==> config.mk <==
export PLATFORM = sky130hd
export DESIGN_NAME = video_timing_gen
export DESIGN_NICKNAME = d
export VERILOG_FILES = /design/src/rtl/vt_pkg.sv /design/src/rtl/vt_regs.sv /design/src/rtl/vt_hgen.sv /design/src/rtl/vt_vgen.sv /design/src/rtl/video_timing_gen.sv
export SDC_FILE = /design/constraint.sdc
export NUM_CORES = 1
export LEC_CHECK = 0
export ABC_AREA = 1
export BUFFER_PORTS_ARGS = -buffer_cell sky130_fd_sc_hd__buf_2
export CAP_MARGIN = 10
export CORE_MARGIN = 2
export CORE_UTILIZATION = 30
export CTS_BUF_LIST = sky130_fd_sc_hd__clkbuf_8
export DETAILED_ROUTE_END_ITERATION = 10
export SLEW_MARGIN = 20
export SYNTH_ARGS = -nofsm -noshare
export SYNTH_HDL_FRONTEND = slang
export SYNTH_SLANG_ARGS = --single-unit
==> constraint.sdc <==
create_clock -name clk_i -period 4 [get_ports clk_i]
set_input_delay 0.8 -clock clk_i [delete_from_list [all_inputs] [get_ports clk_i]]
set_output_delay 0.8 -clock clk_i [all_outputs]
set_load 0.02 [all_outputs]
==> src/rtl/vt_pkg.sv <==
package vt_pkg;

  typedef enum logic {
    SEL_RATE = 1'b0,
    SEL_RES  = 1'b1
  } reg_sel_e;

  typedef enum logic [1:0] {
    MODE_50 = 2'd0,
    MODE_60 = 2'd1,
    MODE_HI = 2'd2
  } scan_mode_e;

  localparam logic [1:0] RATE_RESET = 2'b10;
  localparam logic [1:0] RES_RESET  = 2'b00;

  function automatic scan_mode_e mode_of(input logic rate50, input logic hi);
    if (hi)          return MODE_HI;
    else if (rate50) return MODE_50;
    else             return MODE_60;
  endfunction

  function automatic int max3(input int a, input int b, input int c);
    int m;
    m = (a > b) ? a : b;
    return (m > c) ? m : c;
  endfunction

endpackage

==> src/rtl/vt_regs.sv <==
module vt_regs
  import vt_pkg::*;
#(
  parameter int DATA_W = 16
) (
  input  logic              clk_i,
  input  logic              rst_ni,
  input  logic              wr_en_i,
  input  logic              wr_sel_i,
  input  logic [DATA_W-1:0] wr_data_i,
  input  logic              even_i,
  output logic [1:0]        rate_o,
  output logic [1:0]        res_o
);

  logic [1:0] rate_q, res_q;
  logic       take;
  logic       unused_hi;

  assign take      = wr_en_i & even_i;
  assign unused_hi = ^wr_data_i[DATA_W-1:2];

  always_ff @(posedge clk_i or negedge rst_ni) begin
    if (!rst_ni) begin
      rate_q <= RATE_RESET;
      res_q  <= RES_RESET;
    end else if (take) begin
      if (reg_sel_e'(wr_sel_i) == SEL_RES) res_q  <= wr_data_i[1:0];
      else                                 rate_q <= wr_data_i[1:0];
    end
  end

  assign rate_o = rate_q;
  assign res_o  = res_q;

  p_odd_hold_r3: assert property (@(posedge clk_i) disable iff (!rst_ni)
    !even_i |=> ($stable(rate_q) && $stable(res_q)));

  p_sel_isolation_r2: assert property (@(posedge clk_i) disable iff (!rst_ni)
    (wr_en_i && wr_sel_i) |=> $stable(rate_q));

endmodule

==> src/rtl/vt_hgen.sv <==
module vt_hgen
  import vt_pkg::*;
#(
  parameter int P50_LEN    = 512,
  parameter int P60_LEN    = 508,
  parameter int PHI_LEN    = 224,
  parameter int H_START_60 = 52,
  parameter int H_START_50 = 56,
  parameter int H_END_60   = 372,
  parameter int H_END_50   = 376,
  parameter int H_START_HI = 4,
  parameter int H_END_HI   = 164,
  parameter int HS_LEN     = 40,
  parameter int HS_LEN_HI  = 16
) (
  input  logic       clk_i,
  input  logic       rst_ni,
  input  scan_mode_e mode_i,
  output logic       line_end_o,
  output logic       win_nxt_o,
  output logic       hsync_o,
  output logic       even_o
);

  localparam int HMAX = max3(P50_LEN, P60_LEN, PHI_LEN);
  localparam int PW   = $clog2(HMAX + 1);
  typedef logic [PW-1:0] hcnt_t;

  hcnt_t h_q, h_nxt, period_q, period_eff, period_new, hs_from;
  logic  win_q, win_nxt, hs_nxt, h_last, start_hit, end_hit;

  always_comb begin
    unique case (mode_i)
      MODE_60: period_new = hcnt_t'(P60_LEN);
      MODE_HI: period_new = hcnt_t'(PHI_LEN);
      default: period_new = hcnt_t'(P50_LEN);
    endcase
  end

  assign h_last     = (h_q == period_q - hcnt_t'(1));
  assign h_nxt      = h_last ? '0 : h_q + hcnt_t'(1);
  assign period_eff = h_last ? period_new : period_q;

  // start/end decisions sample the mode on the edge that enters the position
  always_comb begin
    start_hit = 1'b0;
    end_hit   = 1'b0;
    unique case (mode_i)
      MODE_50: begin
        start_hit = (h_nxt == hcnt_t'(H_START_50));
        end_hit   = (h_nxt == hcnt_t'(H_END_50));
      end
      MODE_60: begin
        start_hit = (h_nxt == hcnt_t'(H_START_60));
        end_hit   = (h_nxt == hcnt_t'(H_END_60)) || (h_nxt == hcnt_t'(H_END_50));
      end
      default: begin
        start_hit = (h_nxt == hcnt_t'(H_START_HI));
        end_hit   = (h_nxt == hcnt_t'(H_END_HI));
      end
    endcase
  end

  always_comb begin
    if (h_last)         win_nxt = 1'b0;
    else if (start_hit) win_nxt = 1'b1;
    else if (end_hit)   win_nxt = 1'b0;
    else                win_nxt = win_q;
  end

  assign hs_from = period_eff - ((mode_i == MODE_HI) ? hcnt_t'(HS_LEN_HI) : hcnt_t'(HS_LEN));
  assign hs_nxt  = (h_nxt >= hs_from);

  always_ff @(posedge clk_i or negedge rst_ni) begin
    if (!rst_ni) begin
      h_q      <= '0;
      period_q <= hcnt_t'(P50_LEN);
      win_q    <= 1'b0;
      hsync_o  <= 1'b0;
    end else begin
      h_q      <= h_nxt;
      period_q <= period_eff;
      win_q    <= win_nxt;
      hsync_o  <= hs_nxt;
    end
  end

  assign line_end_o = h_last;
  assign win_nxt_o  = win_nxt;
  assign even_o     = ~h_q[0];

  p_len_r1: assert property (@(posedge clk_i) disable iff (!rst_ni)
    (h_last && mode_i == MODE_50) |=> (period_q == hcnt_t'(P50_LEN)));

  p_early_end_r5: assert property (@(posedge clk_i) disable iff (!rst_ni)
    (mode_i == MODE_60 && h_nxt == hcnt_t'(H_END_60)) |=> !win_q);

  p_hs_tail_r10: assert property (@(posedge clk_i) disable iff (!rst_ni)
    h_last |-> hsync_o);

endmodule

==> src/rtl/vt_vgen.sv <==
module vt_vgen
  import vt_pkg::*;
#(
  parameter int F50_LINES  = 313,
  parameter int F60_LINES  = 263,
  parameter int FHI_LINES  = 501,
  parameter int V_FIRST_60 = 34,
  parameter int V_FIRST_50 = 63,
  parameter int V_LAST_60  = 234,
  parameter int V_LAST_50  = 263,
  parameter int V_FIRST_HI = 34,
  parameter int V_LAST_HI  = 434,
  parameter int VS_LINES   = 3
) (
  input  logic       clk_i,
  input  logic       rst_ni,
  input  scan_mode_e mode_i,
  input  logic       adv_i,
  output logic       vde_nxt_o,
  output logic       vde_o,
  output logic       vsync_o
);

  localparam int VMAX = max3(F50_LINES, F60_LINES, FHI_LINES);
  localparam int VW   = $clog2(VMAX + 1);
  typedef logic [VW-1:0] vcnt_t;

  vcnt_t v_q, v_nxt, frame_q, frame_new, frame_eff;
  logic  vde_q, vde_nxt, v_last, wrap, first_hit, last_hit, vs_nxt;

  always_comb begin
    unique case (mode_i)
      MODE_60: frame_new = vcnt_t'(F60_LINES);
      MODE_HI: frame_new = vcnt_t'(FHI_LINES);
      default: frame_new = vcnt_t'(F50_LINES);
    endcase
  end

  assign v_last    = (v_q == frame_q - vcnt_t'(1));
  assign wrap      = adv_i & v_last;
  assign v_nxt     = !adv_i ? v_q : (v_last ? '0 : v_q + vcnt_t'(1));
  assign frame_eff = wrap ? frame_new : frame_q;

  always_comb begin
    first_hit = 1'b0;
    last_hit  = 1'b0;
    unique case (mode_i)
      MODE_50: begin
        first_hit = (v_nxt == vcnt_t'(V_FIRST_50));
        last_hit  = (v_nxt == vcnt_t'(V_LAST_50));
      end
      MODE_60: begin
        // no stop at the 50 Hz last line: lower border stays open
        first_hit = (v_nxt == vcnt_t'(V_FIRST_60));
        last_hit  = (v_nxt == vcnt_t'(V_LAST_60));
      end
      default: begin
        first_hit = (v_nxt == vcnt_t'(V_FIRST_HI));
        last_hit  = (v_nxt == vcnt_t'(V_LAST_HI));
      end
    endcase
  end

  always_comb begin
    if (!adv_i)          vde_nxt = vde_q;
    else if (v_nxt == 0) vde_nxt = 1'b0;
    else if (first_hit)  vde_nxt = 1'b1;
    else if (last_hit)   vde_nxt = 1'b0;
    else                 vde_nxt = vde_q;
  end

  assign vs_nxt = (v_nxt >= frame_eff - vcnt_t'(VS_LINES));

  always_ff @(posedge clk_i or negedge rst_ni) begin
    if (!rst_ni) begin
      v_q     <= '0;
      frame_q <= vcnt_t'(F50_LINES);
      vde_q   <= 1'b0;
      vsync_o <= 1'b0;
    end else begin
      v_q     <= v_nxt;
      frame_q <= frame_eff;
      vde_q   <= vde_nxt;
      vsync_o <= vs_nxt;
    end
  end

  assign vde_nxt_o = vde_nxt;
  assign vde_o     = vde_q;

  p_frame_dark_r9: assert property (@(posedge clk_i) disable iff (!rst_ni)
    wrap |=> !vde_q);

  p_border_open_r7: assert property (@(posedge clk_i) disable iff (!rst_ni)
    (adv_i && mode_i == MODE_60 && v_nxt == vcnt_t'(V_LAST_50) && vde_q
     && v_nxt != vcnt_t'(V_LAST_60)) |=> vde_q);

  p_frame_len_r8: assert property (@(posedge clk_i) disable iff (!rst_ni)
    (wrap && mode_i == MODE_60) |=> (frame_q == vcnt_t'(F60_LINES)));

endmodule

==> src/rtl/video_timing_gen.sv <==
module video_timing_gen
  import vt_pkg::*;
#(
  parameter int DATA_W     = 16,
  parameter int P50_LEN    = 512,
  parameter int P60_LEN    = 508,
  parameter int PHI_LEN    = 224,
  parameter int H_START_60 = 52,
  parameter int H_START_50 = 56,
  parameter int H_END_60   = 372,
  parameter int H_END_50   = 376,
  parameter int H_START_HI = 4,
  parameter int H_END_HI   = 164,
  parameter int HS_LEN     = 40,
  parameter int HS_LEN_HI  = 16,
  parameter int F50_LINES  = 313,
  parameter int F60_LINES  = 263,
  parameter int FHI_LINES  = 501,
  parameter int V_FIRST_60 = 34,
  parameter int V_FIRST_50 = 63,
  parameter int V_LAST_60  = 234,
  parameter int V_LAST_50  = 263,
  parameter int V_FIRST_HI = 34,
  parameter int V_LAST_HI  = 434,
  parameter int VS_LINES   = 3
) (
  input  logic              clk_i,
  input  logic              rst_ni,
  input  logic              wr_en_i,
  input  logic              wr_sel_i,
  input  logic [DATA_W-1:0] wr_data_i,
  output logic              hsync_o,
  output logic              vsync_o,
  output logic              de_o,
  output logic [1:0]        sync_mode_o,
  output logic [1:0]        res_mode_o
);

  logic [1:0] rate_q, res_q;
  scan_mode_e mode;
  logic       even, line_end, win_nxt, vde_nxt, vde_q, de_q;

  assign mode = mode_of(rate_q[1], res_q[1]);

  vt_regs #(.DATA_W(DATA_W)) u_regs (
    .clk_i    (clk_i),
    .rst_ni   (rst_ni),
    .wr_en_i  (wr_en_i),
    .wr_sel_i (wr_sel_i),
    .wr_data_i(wr_data_i),
    .even_i   (even),
    .rate_o   (rate_q),
    .res_o    (res_q)
  );

  vt_hgen #(
    .P50_LEN(P50_LEN), .P60_LEN(P60_LEN), .PHI_LEN(PHI_LEN),
    .H_START_60(H_START_60), .H_START_50(H_START_50),
    .H_END_60(H_END_60), .H_END_50(H_END_50),
    .H_START_HI(H_START_HI), .H_END_HI(H_END_HI),
    .HS_LEN(HS_LEN), .HS_LEN_HI(HS_LEN_HI)
  ) u_hgen (
    .clk_i     (clk_i),
    .rst_ni    (rst_ni),
    .mode_i    (mode),
    .line_end_o(line_end),
    .win_nxt_o (win_nxt),
    .hsync_o   (hsync_o),
    .even_o    (even)
  );

  vt_vgen #(
    .F50_LINES(F50_LINES), .F60_LINES(F60_LINES), .FHI_LINES(FHI_LINES),
    .V_FIRST_60(V_FIRST_60), .V_FIRST_50(V_FIRST_50),
    .V_LAST_60(V_LAST_60), .V_LAST_50(V_LAST_50),
    .V_FIRST_HI(V_FIRST_HI), .V_LAST_HI(V_LAST_HI),
    .VS_LINES(VS_LINES)
  ) u_vgen (
    .clk_i    (clk_i),
    .rst_ni   (rst_ni),
    .mode_i   (mode),
    .adv_i    (line_end),
    .vde_nxt_o(vde_nxt),
    .vde_o    (vde_q),
    .vsync_o  (vsync_o)
  );

  always_ff @(posedge clk_i or negedge rst_ni) begin
    if (!rst_ni) de_q <= 1'b0;
    else         de_q <= win_nxt & vde_nxt;
  end

  assign de_o        = de_q;
  assign sync_mode_o = rate_q;
  assign res_mode_o  = res_q;

  p_de_window_r9: assert property (@(posedge clk_i) disable iff (!rst_ni)
    de_o |-> vde_q);

endmodule

After elaboration in Yosys (flattened, before gate mapping)
Cells that the tools add are included.
- add/sub/neg operators: 6
- $mul: 0
- div/mod/pow operators: 0
- magnitude comparators: 2
- equal/unequal tests: 15
- shifts and indexed selects: 0
- multiplexer cells: 21
- bitwise gates (word level): 5
- reduce and logical (&&, ||, !) cells: 5
- operators with widths (kind ; count):
    2-to-1 mux 9 bit ; 3
    equality test 10 x 6 -> 1 bit, second input constant ; 2
    equality test 10 x 9 -> 1 bit, second input constant ; 2
    2-to-1 mux 10 bit ; 2
    one-hot mux 10 bit (2 select lines) ; 1
    equality test 9 x 6 -> 1 bit, second input constant ; 2
    equality test 9 bit, second input constant ; 2
    one-hot mux 8 bit (2 select lines) ; 1
    adder 10 x 1 -> 10 bit, second input constant ; 1
    equality test 10 bit ; 1
    equality test 10 x 3 -> 1 bit, second input constant ; 1
    equality test 10 x 8 -> 1 bit, second input constant ; 1
    >= comparator 10 bit ; 1
    subtractor 10 x 1 -> 10 bit, second input constant ; 1
    subtractor 10 bit ; 1
    adder 9 x 1 -> 9 bit, second input constant ; 1
    equality test 9 x 8 -> 1 bit, second input constant ; 1
    equality test 9 bit ; 1
    >= comparator 9 bit ; 1
    zero test 9 bit ; 1
    2-to-1 mux 1 bit ; 9
    subtractor 9 x 1 -> 9 bit, second input constant ; 1
    subtractor 9 x 2 -> 9 bit, second input constant ; 1
    2-to-1 mux 6 bit ; 1
    9 further kinds ; 15
- bits in registers: 47
- latch bits: 0
- bits in writable memories: 0
- memory bits (read-only): 0
- logic and storage cells: 65
- memories: 0

Longest topological paths before layout
Gate-level depths: netlist of the first run.
- depth after elaboration: 11
- gate-level depth with buffers: 28
- depth with buffers taken out: 28

Modules after synthesis
Synthesis of the first run repeated with hierarchy kept, for this count alone.
- cells, all modules: 595
- area total of the unflattened synthesis: 4013.8 µm²
- by module, submodules not included (module ; times used ; cells an instance ; area each (µm²) ; sequential area each (µm²)):
    vt_hgen ; 1 ; 288 ; 1948.1 ; 551.8
    vt_vgen ; 1 ; 284 ; 1859.3 ; 506.7
    vt_regs ; 1 ; 19 ; 170.2 ; 101.3
    video_timing_gen ; 1 ; 4 ; 36.3 ; 25.0

Worst setup path before layout of the first run
Ideal clock, no wire load.
- path kind: register to register
- from: register u_hgen.period_q[0]
- to: register u_hgen.hsync_o
- arrival time: 3.514 ns
- required time: 3.872 ns
- slack: 0.358 ns
- stages on the path, launching flop included: 26
- clock period less this slack: 3.642 ns
- cell sequence: dfrtp_1 inv_1 ha_1 inv_1 nand2_1 nand2_1 nand2_1 nand2_1 nor2_1 nand3_1 nor2_4 nand2_2 buf_6 buf_2 nand2_1 nand2_1 inv_1 ha_1 inv_1 fa_1 a211o_1 nor3_2 xnor2_1 ha_1 a21oi_1 o21ai_0
- cells in the longest elaborated chain, start to end: 5
- elaborated cells between the ends (all ways): 6
- those cells by class: 2 x add/sub; 1 x order compare; 1 x eq/ne; 2 x mux
- RTL lines (what ; line ; text):
    start, declared ; vt_hgen.sv:29 ; hcnt_t h_q, h_nxt, period_q, period_eff, period_new, hs_from;
    start signal, assigned ; vt_hgen.sv:77 ; period_q <= hcnt_t'(P50_LEN);
    start signal, assigned ; vt_hgen.sv:82 ; period_q <= period_eff;
    subtractor 10 x 1 -> 10 bit ; vt_hgen.sv:40 ; assign h_last = (h_q == period_q - hcnt_t'(1));
    equality test 10 bit ; vt_hgen.sv:40 ;
    2-to-1 mux 10 bit ; vt_hgen.sv:42 ; assign period_eff = h_last ? period_new : period_q;
    net u_hgen.period_eff[3] ; vt_hgen.sv:29 ;
    subtractor 10 bit ; vt_hgen.sv:71 ; assign hs_from = period_eff - ((mode_i == MODE_HI) ? hcnt_t'(HS_LEN_HI) : hcnt_t'(HS_LEN));
    >= comparator 10 bit ; vt_hgen.sv:72 ; assign hs_nxt = (h_nxt >= hs_from);
    net u_hgen.hs_nxt ; vt_hgen.sv:30 ; logic win_q, win_nxt, hs_nxt, h_last, start_hit, end_hit;
    end signal, assigned ; vt_hgen.sv:84 ; hsync_o <= hs_nxt;
    end, declared ; vt_hgen.sv:21 ; output logic hsync_o,
The timed path passes the listed nets, and every way through them passes these cells.
A chain may end at the register's enable or synchronous reset.

Worst setup path in the final report of the first run
Same ends and word-level chain as after synthesis.

==> flow_results.org, run 1 <==
** Logic synthesis
- The average instance in the mapped netlist occupies around 6.7 µm².
- Top cells by area, synth :: sky130_fd_sc_hd__dfrtp_1, sky130_fd_sc_hd__nand2_1, sky130_fd_sc_hd__inv_1, sky130_fd_sc_hd__ha_1, sky130_fd_sc_hd__nand3_1
- The synthesized netlist contains 43 unique library cells.
- Top_reg_cell synth :: sky130_fd_sc_hd__dfrtp_1
- Post-synthesis instance area :: between 4000 and 5000 µm²
- Number of enable-type register cells in the synthesized netlist :: 0
- The share of synthesized area in the top cell type comes to 23.9%.
- Synthesized netlist cell count :: about 620
- Synth warnings :: 0
- Most used standard cells in the synthesized netlist :: sky130_fd_sc_hd__nand2_1, sky130_fd_sc_hd__inv_1, sky130_fd_sc_hd__nor2_1
- Of all flip-flops after synthesis, the portion carrying an async set or reset was 100%.
- The most common cell in the synthesized netlist is sky130_fd_sc_hd__nand2_1.
- Sequential fraction of the synthesis area :: between 20% and 30%
- Number of register bits inferred by synthesis :: 47
- The synthesized design spends more area on one cell type than any other, namely sky130_fd_sc_hd__dfrtp_1.
- Nets in the synthesized netlist :: roughly 670

** Final layout
- Finished layout cell area :: about 4600 µm²
- Area occupied by multi-input gates :: between 2000 and 3000 µm²
- Antenna cells :: 0
- Cells fill approximately a third of the core in the end.
- The final layout contains around 700 nets.
- In the final layout, the share of cells above drive strength 1 is between 10% and 20%.
- Counting the fill cells in the layout gives roughly 1,500.
- Summing all flip-flop and latch instances after layout gives around 1200 µm².
- Post-route non-filler standard cell count :: around 830
- Layout area overhead :: 11.0%

** STA
- Accumulated negative setup slack :: 0 ps
- The number of max-slew violations in the final report was 0.
- Worst rel slew slack :: ~44%
- Achievable clock frequency :: 276 MHz
- The number of hold violations in the final report is 0.
- Hold slack :: around 490 ps
- Setup violations remaining at the end of the flow were counted as 0.
- RSZ-0062 raised after global routing :: no
- At the pin with the least slew margin, the transition time is about 840 ps.
- Clock skew on the completed layout was measured at approximately 2.4 ps.
- The routed design could run at a clock period as short as between 3000 and 4000 ps.
- Setup slack closes at between 300 and 400 ps.
- In the finished design, the share of the clock period the worst path needs comes to roughly nine tenths.

** Placed design
- Number of buffer cells added on primary ports :: 12
- Inst Count DP :: between 800 and 900
- At the placement stage, the worst setup path has a slack of between 150 and 200 ps.
- Once placement finished, the instance area stood at approximately 4500 µm².
- Final HPWL DP :: slightly above 8000 µm
- Final GP Congestion :: approximately 0.82

** Power
- For this design the static power due to leakage is 2.72 nW.
- Maximum ir drop on the vdd rail :: ~0.13 mV
- Summing internal, switching and leakage power gives 0.891 mW.
- Dividing total power by cell area gives a power density of roughly 190 nW/µm².

** Global routing
- The via count of the first global-routing pass is about 3,600.
- For this run, the total global-route usage over all layers was measured as 14.6%.
- Maximum number of pins on one net before global-route repair :: 37
- The first global-routing pass estimated around 17,000 µm of wire.
- The number of antenna violations at the first check in global routing was 0.
- For this run the aggregate overflow at the end of global routing stands at 0.

** Worst setup path
- Critical path fanouts, max :: 5
- Crit path capture type :: flop
- At the worst endpoint, the arrival time is between 3000 and 4000 ps.
- The worst setup path is launched from a flop.
- Required time at the endpoint of the critical path :: roughly 4200 ps
- Type of the setup path with the least slack :: flop to flop

** Drt
- Antenna-violating nets left :: 0
- Number of DRC markers in iteration 0 :: 193
- In the routed design, unresolved DRC markers number 0.
- Total number of vias :: 3,718
- Total wirelength of the detailed-routed design :: 9970 µm
- In the routed layout, each cell is associated on average with a via count of roughly 4.5.
- Pre-Repair DR Iteration Count :: 4
- Average detailed-routed wire length per instance :: between 10 and 15 µm

** CTS
- Total number of clock tree sinks :: 47
- Post-CTS clock slew at the launch and capture registers of the worst setup and hold paths :: roughly 90 ps
- Total CTS buffers :: 5
- Clock insertion delay at the later pin of the skew report :: just over 300 ps
- Clock tree from TritonCTS :: done
- Root buffer cell :: sky130_fd_sc_hd__clkbuf_8
- CTS Hold Buffers Added :: 0
- The H-tree generated during clock tree synthesis spans 2 levels.
- The longest clock path from root to sink contains 2 buffers.

** Floorplanning
- The die covers 14,900 µm².
- The initial utilization of the core area, before any placement, comes to between 30% and 40%.
- Core Area :: ~14,000 µm²
- Overall die width :: approximately 120 µm
- Measured along the y axis, the die boundary spans ~120 µm.
- During I/O placement, the number of pins put on the boundary was 27.
- The floorplan has 43 rows.

** Hold path
- The path class of the tightest hold or removal check is flop to flop.

** Job
- Max-cap violations in this run came to 0.

** Run status
- The flow ran to the end, and the final reports show no timing, DRC or antenna violations.
==> worst max-delay path, stage by stage, from the launching register on <==
cell	delay (ps)
sky130_fd_sc_hd__dfrtp_1	410
sky130_fd_sc_hd__inv_2	120
sky130_fd_sc_hd__ha_4	170
sky130_fd_sc_hd__nand2_2	70
sky130_fd_sc_hd__nor2_1	140
sky130_fd_sc_hd__nand3_1	140
sky130_fd_sc_hd__xor2_2	190
sky130_fd_sc_hd__nor2_4	110
sky130_fd_sc_hd__buf_4	140
sky130_fd_sc_hd__nand2_2	100
sky130_fd_sc_hd__nand2_1	80
sky130_fd_sc_hd__nand2_1	80
sky130_fd_sc_hd__inv_1	80
sky130_fd_sc_hd__ha_1	140
sky130_fd_sc_hd__inv_1	60
sky130_fd_sc_hd__fa_1	400
sky130_fd_sc_hd__a211o_1	340
sky130_fd_sc_hd__nor3_2	140
sky130_fd_sc_hd__xnor2_1	140
sky130_fd_sc_hd__ha_1	260
sky130_fd_sc_hd__a21oi_1	110
sky130_fd_sc_hd__o21ai_0	90
==> report_power, final <==
part           total [mW]  switching, mW  internal [mW]
clock               0.296          0.173          0.123
sequential          0.489        0.00740          0.482
combinational       0.106         0.0651         0.0405
total               0.891          0.246          0.646
==> per-layer routing <==
metal / share of wire [%] / routed length, µm / vias up / global-route usage (%)
met5: 0 / 0 / - / 0
met3: 3.0 / 295 / 10 / 1.97
met1: 52 / 5170 / 1655 / 20.7
met4: 1.8 / 177 / 0 / 4.53
li1: - / - / 2003 / -
met2: 43 / 4320 / 50 / 22.9
==> layout by cell type, fill, tap and decap left out, drive strengths merged <==
master	instances
nand2	192
inv	110
nor2	72
nand3	54
dfrtp	40
ha	26
buf	26
xor2	25
o21ai	24
nand4	14
a21oi	12
xnor2	10
nor3	8
dfstp	7
clkbuf	5
clkinv	5
nand3b	4
o21a	4
o21bai	2
o31ai	2
and2	2
nor3b	1
or2	1
a31o	1
a211o	1
a21boi	1
o211ai	1
a31oi	1
fa	1
==> cell type report <==
class | instances | share of cell area, %
Multi-Input combinational cell | 459 | 55.2
Clock buffer | 5 | 1.48
Sequential cell | 47 | 25.5
Clock inverter | 3 | 0.404
Tap cell | 180 | 4.85
Inverter | 112 | 9.04
Timing Repair Buffer | 26 | 3.55
==> worst paths after layout <==
| check | startpoint | endpoint | slack, ps | depth (start not counted) |
|---|---|---|---|---|
| setup / recovery | u_hgen.period_q[0] | u_hgen.hsync_o | 370 | 21 |
| hold / removal | u_regs.res_o[0] | u_regs.res_o[0] | 490 | 2 |
| setup reg to reg | u_hgen.period_q[0] | u_hgen.hsync_o | 370 | 21 |
| hold reg to reg | u_regs.res_o[0] | u_regs.res_o[0] | 490 | 2 |
| max in group asynchronous | rst_ni | u_vgen.frame_q[8] | 2650 | 2 |
| min in group asynchronous | rst_ni | u_regs.res_o[1] | 590 | 1 |
==> cells by family (layout without fill, tap and decap cells) <==
group / after synthesis / after routing / share of synthesized area, %
and+or+nand+nor: 348 / 348 / 37.8
xor gates and xnor gates: 35 / 35 / 7.50
AOI/OAI and AO/OA: 49 / 49 / 7.20
adders and majority gates: 27 / 27 / 8.24
DFF: 47 / 47 / 28.3
buffers and inverters: 118 / 146 / 11.0
==> repair_timing <==
item,in CTS,in global routing
resized for setup,0,7
setup endpoints to repair,0,1
setup buffers,0,2
==> registers in the layout, summed over array words and instances (netlist names) <==
| name | count |
|---|---|
| u_vgen.v_q | 9 |
| u_vgen.vde_o | 1 |
| de_o | 1 |
| u_vgen.vsync_o | 1 |
| u_hgen.period_q | 10 |
| u_hgen.win_q | 1 |
| u_regs.res_o | 2 |
| u_vgen.frame_q | 9 |
| u_hgen.h_q | 10 |
| u_regs.rate_o | 2 |
| u_hgen.hsync_o | 1 |
No activity file was read; power rests on OpenSTA's default activity.
==> run 2: changes to the inputs <==
--- a/config.mk
+++ b/config.mk
@@ -10,7 +10,6 @@
 export CAP_MARGIN = 10
 export CORE_MARGIN = 2
 export CORE_UTILIZATION = 30
-export CTS_BUF_LIST = sky130_fd_sc_hd__clkbuf_8
 export DETAILED_ROUTE_END_ITERATION = 10
 export SLEW_MARGIN = 20
 export SYNTH_ARGS = -nofsm -noshare
==> run 2 against run 1 <==
Clock-buffer cell count is the same. Worst setup slack improved by 7.6 ps. Global-route usage is essentially flat. First-iteration DRC count increased by 20%. Sequential share of layout area down 0.31 points. Critical path type unchanged. Critical endpoint unchanged. Largest cell class unchanged. Largest power group unchanged.
==> flow_results.org, run 2 (synthesized netlist as in run 1, its figures left out) <==
** CTS
- TritonCTS built the clock tree.
- Clock insertion delay at the later pin of the skew report :: about 300 ps
- CTS Hold Buffers Added :: 0
- The root buffer cell chosen for the clock tree is sky130_fd_sc_hd__clkbuf_16.
- Post-CTS clock slew at the launch and capture registers of the worst setup and hold paths :: 60 ps
- Total number of clock tree sinks :: 47
- The H-tree was split into 2 levels.
- The longest clock path from root to sink contains 2 buffers.
- Clock tree synthesis inserted a total of 5 buffers.

** Placed design
- Routability-driven placement finished with a final weighted congestion of 0.821.
- Inst Count DP :: 822
- The wire-length estimate of the detail-placed layout is 8160 µm.
- Number of buffer cells added on primary ports :: 12
- Placed Area :: between 4000 and 5000 µm²

** Final layout
- In the final layout, the share of cells above drive strength 1 is between 10% and 20%.
- Count of filler cells inserted in the layout :: 1,522
- The finished layout holds between 800 and 900 standard cells, fillers aside.
- Across the whole layout, storage elements account for approximately 1200 µm².
- The largest registers in the layout are u_hgen.h_q x10, u_hgen.period_q x10.
- Most used cells in the layout excluding fill and tap cells :: sky130_fd_sc_hd__nand2_1, sky130_fd_sc_hd__inv_1, sky130_fd_sc_hd__nor2_1, sky130_fd_sc_hd__nand3_1, sky130_fd_sc_hd__dfrtp_1
- Antenna cells :: 0
- Post-layout nets :: between 600 and 700
- In the final layout, the multi-input gates occupy between 2000 and 3000 µm².
- The library cell used most frequently in the layout, excluding fill and tap cells, is sky130_fd_sc_hd__nand2_1.
- Layout area overhead :: 12.3%
- Finished layout cell area :: about 4700 µm²

** Drt
- Number of DRC markers in iteration 0 :: about 230
- Via count normalized by instance count :: about 4.5
- Dividing the detail-routed wire length by the instance count gives about 12 µm.
- Number of design rule violations left after detail routing :: 0
- Total number of vias :: roughly 3,700
- Antenna-violating nets left :: 0
- Pre-Repair DR Iteration Count :: 4
- Total wirelength of the detailed-routed design :: approximately 10000 µm

** Global routing
- GRT Total Usage :: 14.6%
- Global route hottest layer :: met2
- Met3 global-route usage :: under 10%
- For met2 alone, demand over resource in global routing was 22.9%.
- Wire length of the first global-routing pass :: ~17,000 µm
- Global routing finished with a remaining overflow of 0.
- Number of global-route vias before repair :: between 3,000 and 4,000
- Met1 routing resource usage after global routing :: between 20% and 30%
- Maximum number of pins on one net before global-route repair :: 37
- Antenna violations before repair :: 0

** Power
- In this run the static leakage power is about 2.7 nW.
- Summing internal, switching and leakage power gives 1.02 mW.
- For this design the ratio of total power to cell area is 216 nW/µm².
- Across the VDD grid, the largest voltage drop is roughly 0.18 mV.

** STA
- Count of endpoints failing hold in the final timing report :: 0
- Setup repair after global routing left no endpoint under its margin.
- Summed over all failing endpoints, the final setup total negative slack is 0 ps.
- The final critical path takes up roughly nine tenths of the cycle.
- Time the worst path needs with I/O delays and setup :: 3620 ps
- The number of max-slew violations in the final report was 0.
- For the pin with the worst max-slew slack, the measured transition is around 840 ps.
- Worst rel slew slack :: about 44%
- Worst Clk Skew :: 3.81 ps
- Final hold analysis gives a worst-case slack of ~490 ps.
- For this run, the top clock speed supported by timing is 276 MHz.
- Final-report setup violation count :: 0

** Floorplanning
- Number of core rows :: 43
- Die area :: roughly 15,000 µm²
- During I/O placement, the number of pins put on the boundary was 27.
- Core Area :: 13,800 µm²
- The die is approximately 120 µm tall.
- Once the floorplan was initialized, standard cells occupied a little under a third of the core.
- The die is around 120 µm wide.

** Run status
- The run finished with clean final reports.

** Worst setup path
- The critical path is of the flop to flop type.
- STA classifies the critical path startpoint as a flop.
- Crit path capture type :: flop
- Arr. time, crit path :: approximately 3800 ps
- Data on the critical path is required at its endpoint by roughly 4200 ps.
- Of all nets on the critical path, the largest fanout is 5.

** Hold path
- Worst hold path type :: flop to flop

** Job
- Max-cap violations in this run came to 0.
[run 2: cell types whose count changed in the layout (fill, tap and decap cells not counted)]
cell / change
sky130_fd_sc_hd__clkbuf_8: -5
sky130_fd_sc_hd__clkbuf_16: +5
[run 2: metal layers]
metal  part of all wire [%]  routed length [µm]  vias up
li1                       -                   -     2004
met1                     52                5160     1661
met2                     44                4340       49
met3                    3.0                 298       10
met4                    1.8                 184        0
met5                      0                   0        -
[run 2: path summary, 6_finish.rpt]
kind                                      to  depth (start not counted)               start  slack [ps]
setup / recovery              u_hgen.hsync_o                         21  u_hgen.period_q[0]         380
hold / removal               u_regs.res_o[0]                          2     u_regs.res_o[0]         490
setup reg to reg              u_hgen.hsync_o                         21  u_hgen.period_q[0]         380
hold reg to reg              u_regs.res_o[0]                          2     u_regs.res_o[0]         490
max in group asynchronous  u_vgen.frame_q[8]                          2              rst_ni        2630
min in group asynchronous    u_regs.res_o[1]                          1              rst_ni         600
[run 2: stage by stage]
stage | setup slack (ps) | util (%)
final | 380 | 34.2
after global routing | 37.4 | 34.2
after CTS | 154 | 33.9
after detailed placement | 166 | 32.8
after global placement | 192 | 32.8
after floorplan | 358 | -
[run 2: timing repair]
item                                    CTS  global route
setup buffers                             0             2
endpoints found under the setup margin    0             1
gates resized for setup                   0             7
[run 2: area by class of cell]
cell class,instances,share of cell area (%)
Clock buffer,5,2.66
Multi-Input combinational cell,459,54.5
Tap cell,180,4.79
Timing Repair Buffer,26,3.51
Clock inverter,3,0.399
Inverter,112,8.94
Sequential cell,47,25.2
[run 2: where the power goes]
group          internal [mW]  total (mW)  switching [mW]
Sequential             0.482       0.490         0.00735
Clock                  0.232       0.422           0.190
Combinational         0.0405       0.106          0.0651
Total                  0.755        1.02           0.262
[run 2: critical path, cell delays in order, from the launching register on]
cell and delay [ps]:
sky130_fd_sc_hd__dfrtp_1 400, sky130_fd_sc_hd__inv_2 120, sky130_fd_sc_hd__ha_4 170, sky130_fd_sc_hd__nand2_2 70, sky130_fd_sc_hd__nor2_1 140, sky130_fd_sc_hd__nand3_1 140, sky130_fd_sc_hd__xor2_2 190, sky130_fd_sc_hd__nor2_4 110
sky130_fd_sc_hd__buf_4 140, sky130_fd_sc_hd__nand2_2 100, sky130_fd_sc_hd__nand2_1 80, sky130_fd_sc_hd__nand2_1 70, sky130_fd_sc_hd__inv_1 80, sky130_fd_sc_hd__ha_1 140, sky130_fd_sc_hd__inv_1 60, sky130_fd_sc_hd__fa_1 400
sky130_fd_sc_hd__a211o_1 340, sky130_fd_sc_hd__nor3_2 140, sky130_fd_sc_hd__xnor2_1 140, sky130_fd_sc_hd__ha_1 260, sky130_fd_sc_hd__a21oi_1 110, sky130_fd_sc_hd__o21ai_0 90
